File: src/rtl/irqc_pkg.sv
package irqc_pkg;
    localparam int DATA_W   = 32;
    localparam int ADDR_W   = 8;
    localparam int PER_N    = 64;
    localparam int HALF_N   = PER_N / 2;
    localparam int LOC_N    = 8;
    localparam int SEL_W    = 7;
    localparam int MIRROR_N = 11;
    localparam int SUM_PAD  = DATA_W - MIRROR_N - 2 - LOC_N;

    typedef enum logic [ADDR_W-1:0] {
        OFF_SUMMARY = 8'h00,
        OFF_PEND_LO = 8'h04,
        OFF_PEND_HI = 8'h08,
        OFF_FAST    = 8'h0C,
        OFF_SET_LO  = 8'h10,
        OFF_SET_HI  = 8'h14,
        OFF_SET_LOC = 8'h18,
        OFF_CLR_LO  = 8'h1C,
        OFF_CLR_HI  = 8'h20,
        OFF_CLR_LOC = 8'h24
    } reg_off_e;

    typedef struct packed {
        logic             en;
        logic [SEL_W-1:0] sel;
    } fast_cfg_t;

    typedef struct packed {
        logic [1:0] set_per;
        logic [1:0] clr_per;
        logic       set_loc;
        logic       clr_loc;
        logic       fast;
    } wr_dec_t;

    // Peripheral line copied into summary bit (10 + idx)
    function automatic int mirror_line(input int idx);
        case (idx)
            0:       return 7;
            1:       return 9;
            2:       return 10;
            3:       return 18;
            4:       return 19;
            5:       return 53;
            6:       return 54;
            7:       return 55;
            8:       return 56;
            9:       return 57;
            default: return 62;
        endcase
    endfunction
endpackage

File: src/rtl/irqc_en_bank.sv
module irqc_en_bank #(
    parameter int WIDTH = 32
) (
    input  logic             clk,
    input  logic             rst,
    input  logic             set_we,
    input  logic             clr_we,
    input  logic [WIDTH-1:0] bits,
    output logic [WIDTH-1:0] mask
);
    always_ff @(posedge clk) begin
        if (rst)
            mask <= '0;
        else if (set_we)
            mask <= mask | bits;
        else if (clr_we)
            mask <= mask & ~bits;
    end


    set_keeps_bits_chk: assert property (@(posedge clk) disable iff (rst)
        set_we |=> ((mask & $past(bits)) == $past(bits)));

    clr_drops_bits_chk: assert property (@(posedge clk) disable iff (rst)
        (clr_we && !set_we) |=> ((mask & $past(bits)) == '0));

    idle_mask_chk: assert property (@(posedge clk) disable iff (rst)
        (!set_we && !clr_we) |=> $stable(mask));
endmodule

File: src/rtl/irqc_fast_pick.sv
module irqc_fast_pick
    import irqc_pkg::*;
(
    input  logic             clk,
    input  logic             rst,
    input  logic             cfg_we,
    input  logic [7:0]       cfg_wdata,
    input  logic [PER_N-1:0] per_lines,
    input  logic [LOC_N-1:0] loc_lines,
    output fast_cfg_t        cfg,
    output logic             fiq
);
    localparam int LOC_IDX_W = $clog2(LOC_N);

    logic [SEL_W-1:0] loc_idx;
    logic             loc_hit;
    logic             raw;

    always_ff @(posedge clk) begin
        if (rst)
            cfg <= '0;
        else if (cfg_we)
            cfg <= fast_cfg_t'(cfg_wdata);
    end

    always_comb begin
        loc_idx = cfg.sel - SEL_W'(PER_N);
        loc_hit = (cfg.sel >= SEL_W'(PER_N)) && (loc_idx < SEL_W'(LOC_N));
        if (cfg.sel < SEL_W'(PER_N))
            raw = per_lines[cfg.sel[$clog2(PER_N)-1:0]];
        else if (loc_hit)
            raw = loc_lines[loc_idx[LOC_IDX_W-1:0]];
        else
            raw = 1'b0;
    end

    always_ff @(posedge clk) begin
        if (rst) fiq <= 1'b0;
        else     fiq <= cfg.en & raw;
    end


    fiq_gated_chk: assert property (@(posedge clk) disable iff (rst)
        !cfg.en |=> !fiq);

    fiq_gap_chk: assert property (@(posedge clk) disable iff (rst)
        (cfg.sel >= SEL_W'(PER_N + LOC_N)) |=> !fiq);
endmodule

File: src/rtl/irqc_summary.sv
module irqc_summary
    import irqc_pkg::*;
(
    input  logic [PER_N-1:0]  per_lines,
    input  logic [LOC_N-1:0]  loc_lines,
    input  logic [PER_N-1:0]  per_en,
    input  logic [LOC_N-1:0]  loc_en,
    output logic [HALF_N-1:0] pend_lo,
    output logic [HALF_N-1:0] pend_hi,
    output logic [DATA_W-1:0] summary,
    output logic              any_pend
);
    logic [PER_N-1:0]    per_pend;
    logic [LOC_N-1:0]    loc_pend;
    logic [MIRROR_N-1:0] mirror;

    assign per_pend = per_lines & per_en;
    assign loc_pend = loc_lines & loc_en;
    assign pend_lo  = per_pend[HALF_N-1:0];
    assign pend_hi  = per_pend[PER_N-1:HALF_N];

    for (genvar g = 0; g < MIRROR_N; g++) begin : g_mirror
        assign mirror[g] = per_pend[mirror_line(g)];
    end

    assign summary  = {{SUM_PAD{1'b0}}, mirror, |pend_hi, |pend_lo, loc_pend};
    assign any_pend = (|per_pend) | (|loc_pend);
endmodule

File: src/rtl/banked_irq_ctrl.sv
module banked_irq_ctrl
    import irqc_pkg::*;
(
    input  logic              clk,
    input  logic              rst,
    input  logic              bus_rd,
    input  logic              bus_wr,
    input  logic [ADDR_W-1:0] bus_addr,
    input  logic [DATA_W-1:0] bus_wdata,
    output logic [DATA_W-1:0] bus_rdata,
    input  logic [PER_N-1:0]  per_lines,
    input  logic [LOC_N-1:0]  loc_lines,
    output logic              irq_out,
    output logic              fiq_out
);
    wr_dec_t           wdec;
    logic              mapped;
    logic [PER_N-1:0]  per_en;
    logic [LOC_N-1:0]  loc_en;
    logic [HALF_N-1:0] pend_lo, pend_hi;
    logic [DATA_W-1:0] summary;
    logic              any_pend;
    fast_cfg_t         fcfg;
    logic [DATA_W-1:0] rd_val;

    // Write decode
    always_comb begin
        wdec = '0;
        if (bus_wr) begin
            case (bus_addr)
                OFF_SET_LO:  wdec.set_per[0] = 1'b1;
                OFF_SET_HI:  wdec.set_per[1] = 1'b1;
                OFF_CLR_LO:  wdec.clr_per[0] = 1'b1;
                OFF_CLR_HI:  wdec.clr_per[1] = 1'b1;
                OFF_SET_LOC: wdec.set_loc    = 1'b1;
                OFF_CLR_LOC: wdec.clr_loc    = 1'b1;
                OFF_FAST:    wdec.fast       = 1'b1;
                default:     wdec = '0;
            endcase
        end
    end

    for (genvar h = 0; h < 2; h++) begin : g_per_half
        irqc_en_bank #(.WIDTH(HALF_N)) u_bank (
            .clk    (clk),
            .rst    (rst),
            .set_we (wdec.set_per[h]),
            .clr_we (wdec.clr_per[h]),
            .bits   (bus_wdata[HALF_N-1:0]),
            .mask   (per_en[h*HALF_N +: HALF_N])
        );
    end

    irqc_en_bank #(.WIDTH(LOC_N)) u_loc_bank (
        .clk    (clk),
        .rst    (rst),
        .set_we (wdec.set_loc),
        .clr_we (wdec.clr_loc),
        .bits   (bus_wdata[LOC_N-1:0]),
        .mask   (loc_en)
    );

    irqc_fast_pick u_fast (
        .clk       (clk),
        .rst       (rst),
        .cfg_we    (wdec.fast),
        .cfg_wdata (bus_wdata[7:0]),
        .per_lines (per_lines),
        .loc_lines (loc_lines),
        .cfg       (fcfg),
        .fiq       (fiq_out)
    );

    irqc_summary u_sum (
        .per_lines (per_lines),
        .loc_lines (loc_lines),
        .per_en    (per_en),
        .loc_en    (loc_en),
        .pend_lo   (pend_lo),
        .pend_hi   (pend_hi),
        .summary   (summary),
        .any_pend  (any_pend)
    );

    // Read mux
    always_comb begin
        mapped = 1'b1;
        case (bus_addr)
            OFF_SUMMARY: rd_val = summary;
            OFF_PEND_LO: rd_val = pend_lo;
            OFF_PEND_HI: rd_val = pend_hi;
            OFF_FAST:    rd_val = {{(DATA_W-8){1'b0}}, fcfg};
            OFF_SET_LO:  rd_val = per_en[HALF_N-1:0];
            OFF_SET_HI:  rd_val = per_en[PER_N-1:HALF_N];
            OFF_SET_LOC: rd_val = {{(DATA_W-LOC_N){1'b0}}, loc_en};
            OFF_CLR_LO:  rd_val = ~per_en[HALF_N-1:0];
            OFF_CLR_HI:  rd_val = ~per_en[PER_N-1:HALF_N];
            OFF_CLR_LOC: rd_val = {{(DATA_W-LOC_N){1'b0}}, ~loc_en};
            default: begin
                rd_val = '0;
                mapped = 1'b0;
            end
        endcase
    end

    always_ff @(posedge clk) begin
        if (rst)         bus_rdata <= '0;
        else if (bus_rd) bus_rdata <= rd_val;
    end

    always_ff @(posedge clk) begin
        if (rst) irq_out <= 1'b0;
        else     irq_out <= any_pend;
    end


    irq_rise_chk: assert property (@(posedge clk) disable iff (rst)
        any_pend |=> irq_out);

    irq_fall_chk: assert property (@(posedge clk) disable iff (rst)
        !any_pend |=> !irq_out);

    unmapped_zero_chk: assert property (@(posedge clk) disable iff (rst)
        (bus_rd && !mapped) |=> (bus_rdata == '0));

    rdata_hold_chk: assert property (@(posedge clk) disable iff (rst)
        !bus_rd |=> $stable(bus_rdata));
endmodule

File: config.mk
export PLATFORM = sky130hd
export DESIGN_NAME = banked_irq_ctrl
export DESIGN_NICKNAME = d
export VERILOG_FILES = /design/src/rtl/irqc_pkg.sv /design/src/rtl/irqc_en_bank.sv /design/src/rtl/irqc_fast_pick.sv /design/src/rtl/irqc_summary.sv /design/src/rtl/banked_irq_ctrl.sv
export SDC_FILE = /design/constraint.sdc
export NUM_CORES = 1
export LEC_CHECK = 0
export ABC_AREA = 1
export BUFFER_PORTS_ARGS = -buffer_cell sky130_fd_sc_hd__buf_4
export CORE_MARGIN = 2
export CORE_UTILIZATION = 50
export CTS_CLUSTER_DIAMETER = 80
export CTS_CLUSTER_SIZE = 40
export DETAILED_ROUTE_END_ITERATION = 6
export PLACE_DENSITY = 0.74
export SLEW_MARGIN = 20
export SYNTH_ARGS = -nofsm -noshare
export SYNTH_HDL_FRONTEND = slang
export SYNTH_SLANG_ARGS = --single-unit
File: constraint.sdc
create_clock -name clk -period 1.72 [get_ports clk]
set_input_delay 0.344 -clock clk [delete_from_list [all_inputs] [get_ports clk]]
set_output_delay 0.344 -clock clk [all_outputs]
set_load 0.03 [all_outputs]
# After elaboration in Yosys (flattened, before gate mapping)
# Index checks and enable logic that the tools add are counted.
totals:
  mem_bits_rw: 0
  reg_bits: 114
  memories: 0
  input_bits: 116
  latch_bits: 0
  word_cells: 68
  mem_bits_ro: 0
  out_inout_bits: 34
classes:
  n_addsub: 1
  n_bitwise: 15
  n_mul: 0
  n_shift: 0
  mux: 21
  reduce_logical: 9
  n_div: 0
  eq_ne: 9
  n_lt_le_gt_ge: 5
ops:
  columns: ["op", "count"]
  rows:
  - ["$pmux W32 S10", 1]
  - ["$mux W32", 4]
  - ["$not A32 Y32", 3]
  - ["$and A32 B32 Y32", 2]
  - ["$and A64 B64 Y64", 1]
  - ["$or A32 B32 Y32", 2]
  - ["$reduce_or A32 Y1", 2]
  - ["$reduce_or A64 Y1", 1]
  - ["$eq A8 B5 Y1 const B", 4]
  - ["$and A8 B8 Y8", 2]
  - ["$eq A8 B4 Y1 const B", 2]
  - ["$eq A8 B6 Y1 const B", 2]
  - ["$mux W8", 2]
  - ["$not A8 Y8", 2]
  - ["$mux W1", 11]
  - ["$eq A8 B3 Y1 const B", 1]
  - ["$logic_not A8 Y1", 1]
  - ["$or A8 B8 Y8", 1]
  - ["$reduce_or A8 Y1", 1]
  - ["$ge A7 B7 Y1 const B", 1]
  - ["$lt A6 B7 Y1 const B", 1]
  - ["$lt A7 B4 Y1 const B", 1]
  - ["$lt A7 B7 Y1 const B", 1]
  - ["$mux W7", 1]
  - ["other kinds (8)", 10]

# Logic depth before layout (Yosys ltp)
logic_depth:
  word_depth: 6
  ltp_mapped: 14
  depth_no_buf: 13

# Modules after synthesis
# A second synthesis with hierarchy kept.
unflattened:
  hier_cells: 1485
  area_unflattened_um2: 8650.8
modules_own_cells:
  columns: ["module", "cells_each", "seq_area_each_um2", "area_each_um2", "instances"]
  rows:
  - ["banked_irq_ctrl", 674, 660.6, 3639.7, 1]
  - ["irqc_en_bank at g_per_half[0].u_bank ...", 169, 640.6, 1345.0, 2]
  - ["irqc_fast_pick", 211, 180.2, 1084.8, 1]
  - ["irqc_summary", 219, 0.0, 932.1, 1]
  - ["irqc_en_bank at u_loc_bank", 43, 160.2, 304.0, 1]

# Worst setup path after synthesis
# OpenSTA, ideal clock, no wires.
synth_timing:
  path_kind: "input-to-reg"
  from: "input port bus_addr[1]"
  to: "register (tool-made name)"
  path_stages: 8
  path_buffers: 0
  setup_time_ns: 0.132
  setup_slack_ns: 0.163
  arrival_ns: 1.424
  path_cell_list: "inv_1 -> nand2_1 -> nor3_4 -> nand2_4 -> nor2_2 -> a31oi_2 -> o21ai_0 -> a21oi_1"
synth_rtl:
  columns: ["element", "line", "source"]
  rows:
  - ["start: declaration", "banked_irq_ctrl.sv:8", "input logic [ADDR_W-1:0] bus_addr,"]

==> flow_metrics.tcl <==
set metrics [dict create \
    status "complete, but fails checks" \
    violations "design-rule violations" \
    layout-drive-gt1-share_pct 23.8 \
    drc 5 \
    io_buffer_count 149 \
    grt_pass1_wl_um 44000 \
    htreeDepth 4 \
    instances_no_fill 1539 \
    r2r_slack_ps 90 \
    seq_power_share_pct 40.5 \
    cts_tree "yes" \
    wl_per_cell_um 18.7 \
    die_w_um 122 \
    max_freq_mhz 615 \
    critical_path_class "reg -> reg" \
    start_kind "register" \
    switchingPower_mw 1.60 \
    min_period_ps 1630 \
    die_y_um 122 \
    insertion_delay_ps 420 \
    p_clk_share_pct 50.6 \
    final_area_um2 9630 \
    globalplace.congestion 0.996 \
    grt_pass1_vias 8325 \
    power_density_nw_per_um2 680 \
    clockRootBuffer "clkbuf_16" \
    synthTopCellsByCount "nand2_1, dfxtp_1, a21oi_1" \
    maxCapViolations 0 \
    vdd_drop_max_uv 640 \
    setup_violations 0 \
    ioPinCount 150 \
    clock_path_buffers 2 \
    dpl_cell_area_um2 9030 \
    syn_avg_cell_area_um2 6.17 \
    worst_slack_ps 94.7 \
    synth_area_um2 7000 \
    grt_max_degree 35 \
    yosysWarnings 0 \
    async_reset_ff_share_pct 0 \
    synth_top_area_share_pct 32.6 \
    final_core_util_pct 69.9 \
    slew_headroom_pct 68.3 \
    finClkSkew_ps 8.43 \
    synth_cells 1134 \
    finalMaxSlewViolations 0 \
    hold_viol_final 0 \
    synth_largest_area_cell "dfxtp_1" \
    grt_use_total_pct 38.8 \
    nets 1463 \
    switching_share_pct 24.4 \
    rsz0062_at_grt "no" \
    dr.pass1.iters 7 \
    numCtsBuffers 17 \
    finalWirelength_um 28700 \
    mappedNetlistNets 1250 \
    cts.sink_count 114 \
    crit_required_ps 2010 \
    synth-edff-count 0 \
    syn2layout_area_growth_pct 37.5 \
    synth_area_leaders "dfxtp_1, nand2_1, a21oi_1, o21ai_0, nand3_1" \
    p_leak_nw 4.07 \
    place_inst 1508 \
    comb_power_share_pct 8.9 \
    num_antenna_cells 0 \
    ys.flop_type "dfxtp_1" \
    drt_iter0_drc 1140 \
    clkTransAtPathRegs_ps 50 \
    yosysSeqAreaShare_pct 32.6 \
    internal_power_mw 4.95 \
    post-route-period-util_pct 94.5 \
    dp_hpwl_um 21800 \
    place_ws_ps -162 \
    rows 43 \
    cp.arrival_ps 1910 \
    grt_antenna_before_repair 0 \
    start_util_pct 50.8 \
    cp-end-kind "register" \
    yosysMostFrequentCell "nand2_1" \
    postCtsSetupRepairBufs 0 \
    dieArea_um2 15000 \
    routed_via_density 5.81 \
    hold_path_class "in -> reg" \
    ys_ff_latch 114 \
    path_max_fanout 4 \
    gr-total-overflow 0 \
    worst_slew_pin_slew_ps 475 \
    dr_total_vias 8943 \
    yosysUniqueCellTypes 43 \
    antenna_left 0 \
    core-area_um2 13800 \
]
## worst max-delay path, stage by stage (launching register included)
cell,delay [ps]
dfxtp_1,340
nand2_1,90
nand4_1,160
nor2_2,200
nand4_1,210
nor4_4,300
buf_4,160
nor2_1,40
## layer usage
metal | part of all wire [%] | global-route usage (%) | vias up | wire, µm
met3 | 11 | 9.94 | 76 | 3200
met4 | 3.0 | 15.9 | 0 | 855
met5 | 0 | 0 | - | 0
met1 | 41 | 50.7 | 4043 | 11800
met2 | 45 | 60.8 | 579 | 12900
li1 | - | - | 4245 | -
## cell usage in the layout, fill, tap and decap left out, types with 7 or more instances in the layout
master,n
nor2_2,7
inv_2,9
o211ai_1,9
nor3_1,8
nor2_1,61
o21ai_1,12
o22ai_1,31
dfxtp_1,113
clkbuf_16,17
nand2_1,374
a21oi_1,110
buf_4,234
nand4_1,19
a211oi_1,10
nand3_1,84
o21ai_0,110
inv_1,72
buf_12,16
## repair_timing
item | in CTS | in global routing
gates resized for setup | 1 | 10
pin swaps | 0 | 2
hold buffers | 0 | 0
setup endpoints to repair | 1 | 2
## cells by family (layout without fill, tap and decap cells)
kind of cell	Yosys count	count (layout)	synth area share, %
and+or+nand+nor	576	576	35.0
AOI/OAI and AO/OA	301	301	23.7
buffers and inverters	143	368	8.67
DFF	114	114	32.6
## power by group through the flow
stage               clock network (mW)  logic [mW]  registers (mW)
floorplan                            0       0.176            2.71
global placement                     0       0.569            2.71
detailed placement                   0       0.568            2.71
CTS                               3.33       0.572            2.65
global route                      3.44       0.624            2.65
finish                            3.31       0.584            2.65
## through the flow
stage               power (mW)  hold WS (ps)  setup TNS, ps
finish                    6.55           194              0
CTS                       6.55           185              0
global route              6.71           190              0
floorplan                 2.89           434              0
global placement          3.28           455          -3620
detailed placement        3.28           457          -7740
## worst paths after layout
kind,from,to,cells past startpoint
max reg2reg,register,irq_out,7
min reg2reg,bus_rdata[30],bus_rdata[30],2
max,register,irq_out,7
min,bus_wdata[10],register,3
## final cells by class
| cell class | instances | area [µm²] |
|---|---|---|
| Clock inverter | 10 | 86.3 |
| Inverter | 84 | 317 |
| Fill cell | 1246 | 4150 |
| Timing Repair Buffer | 253 | 2110 |
| Clock buffer | 21 | 460 |
| Sequential cell | 114 | 2280 |
| Multi-Input combinational cell | 877 | 4140 |
| Tap cell | 180 | 225 |
No activity file was read; power rests on OpenSTA's default activity.
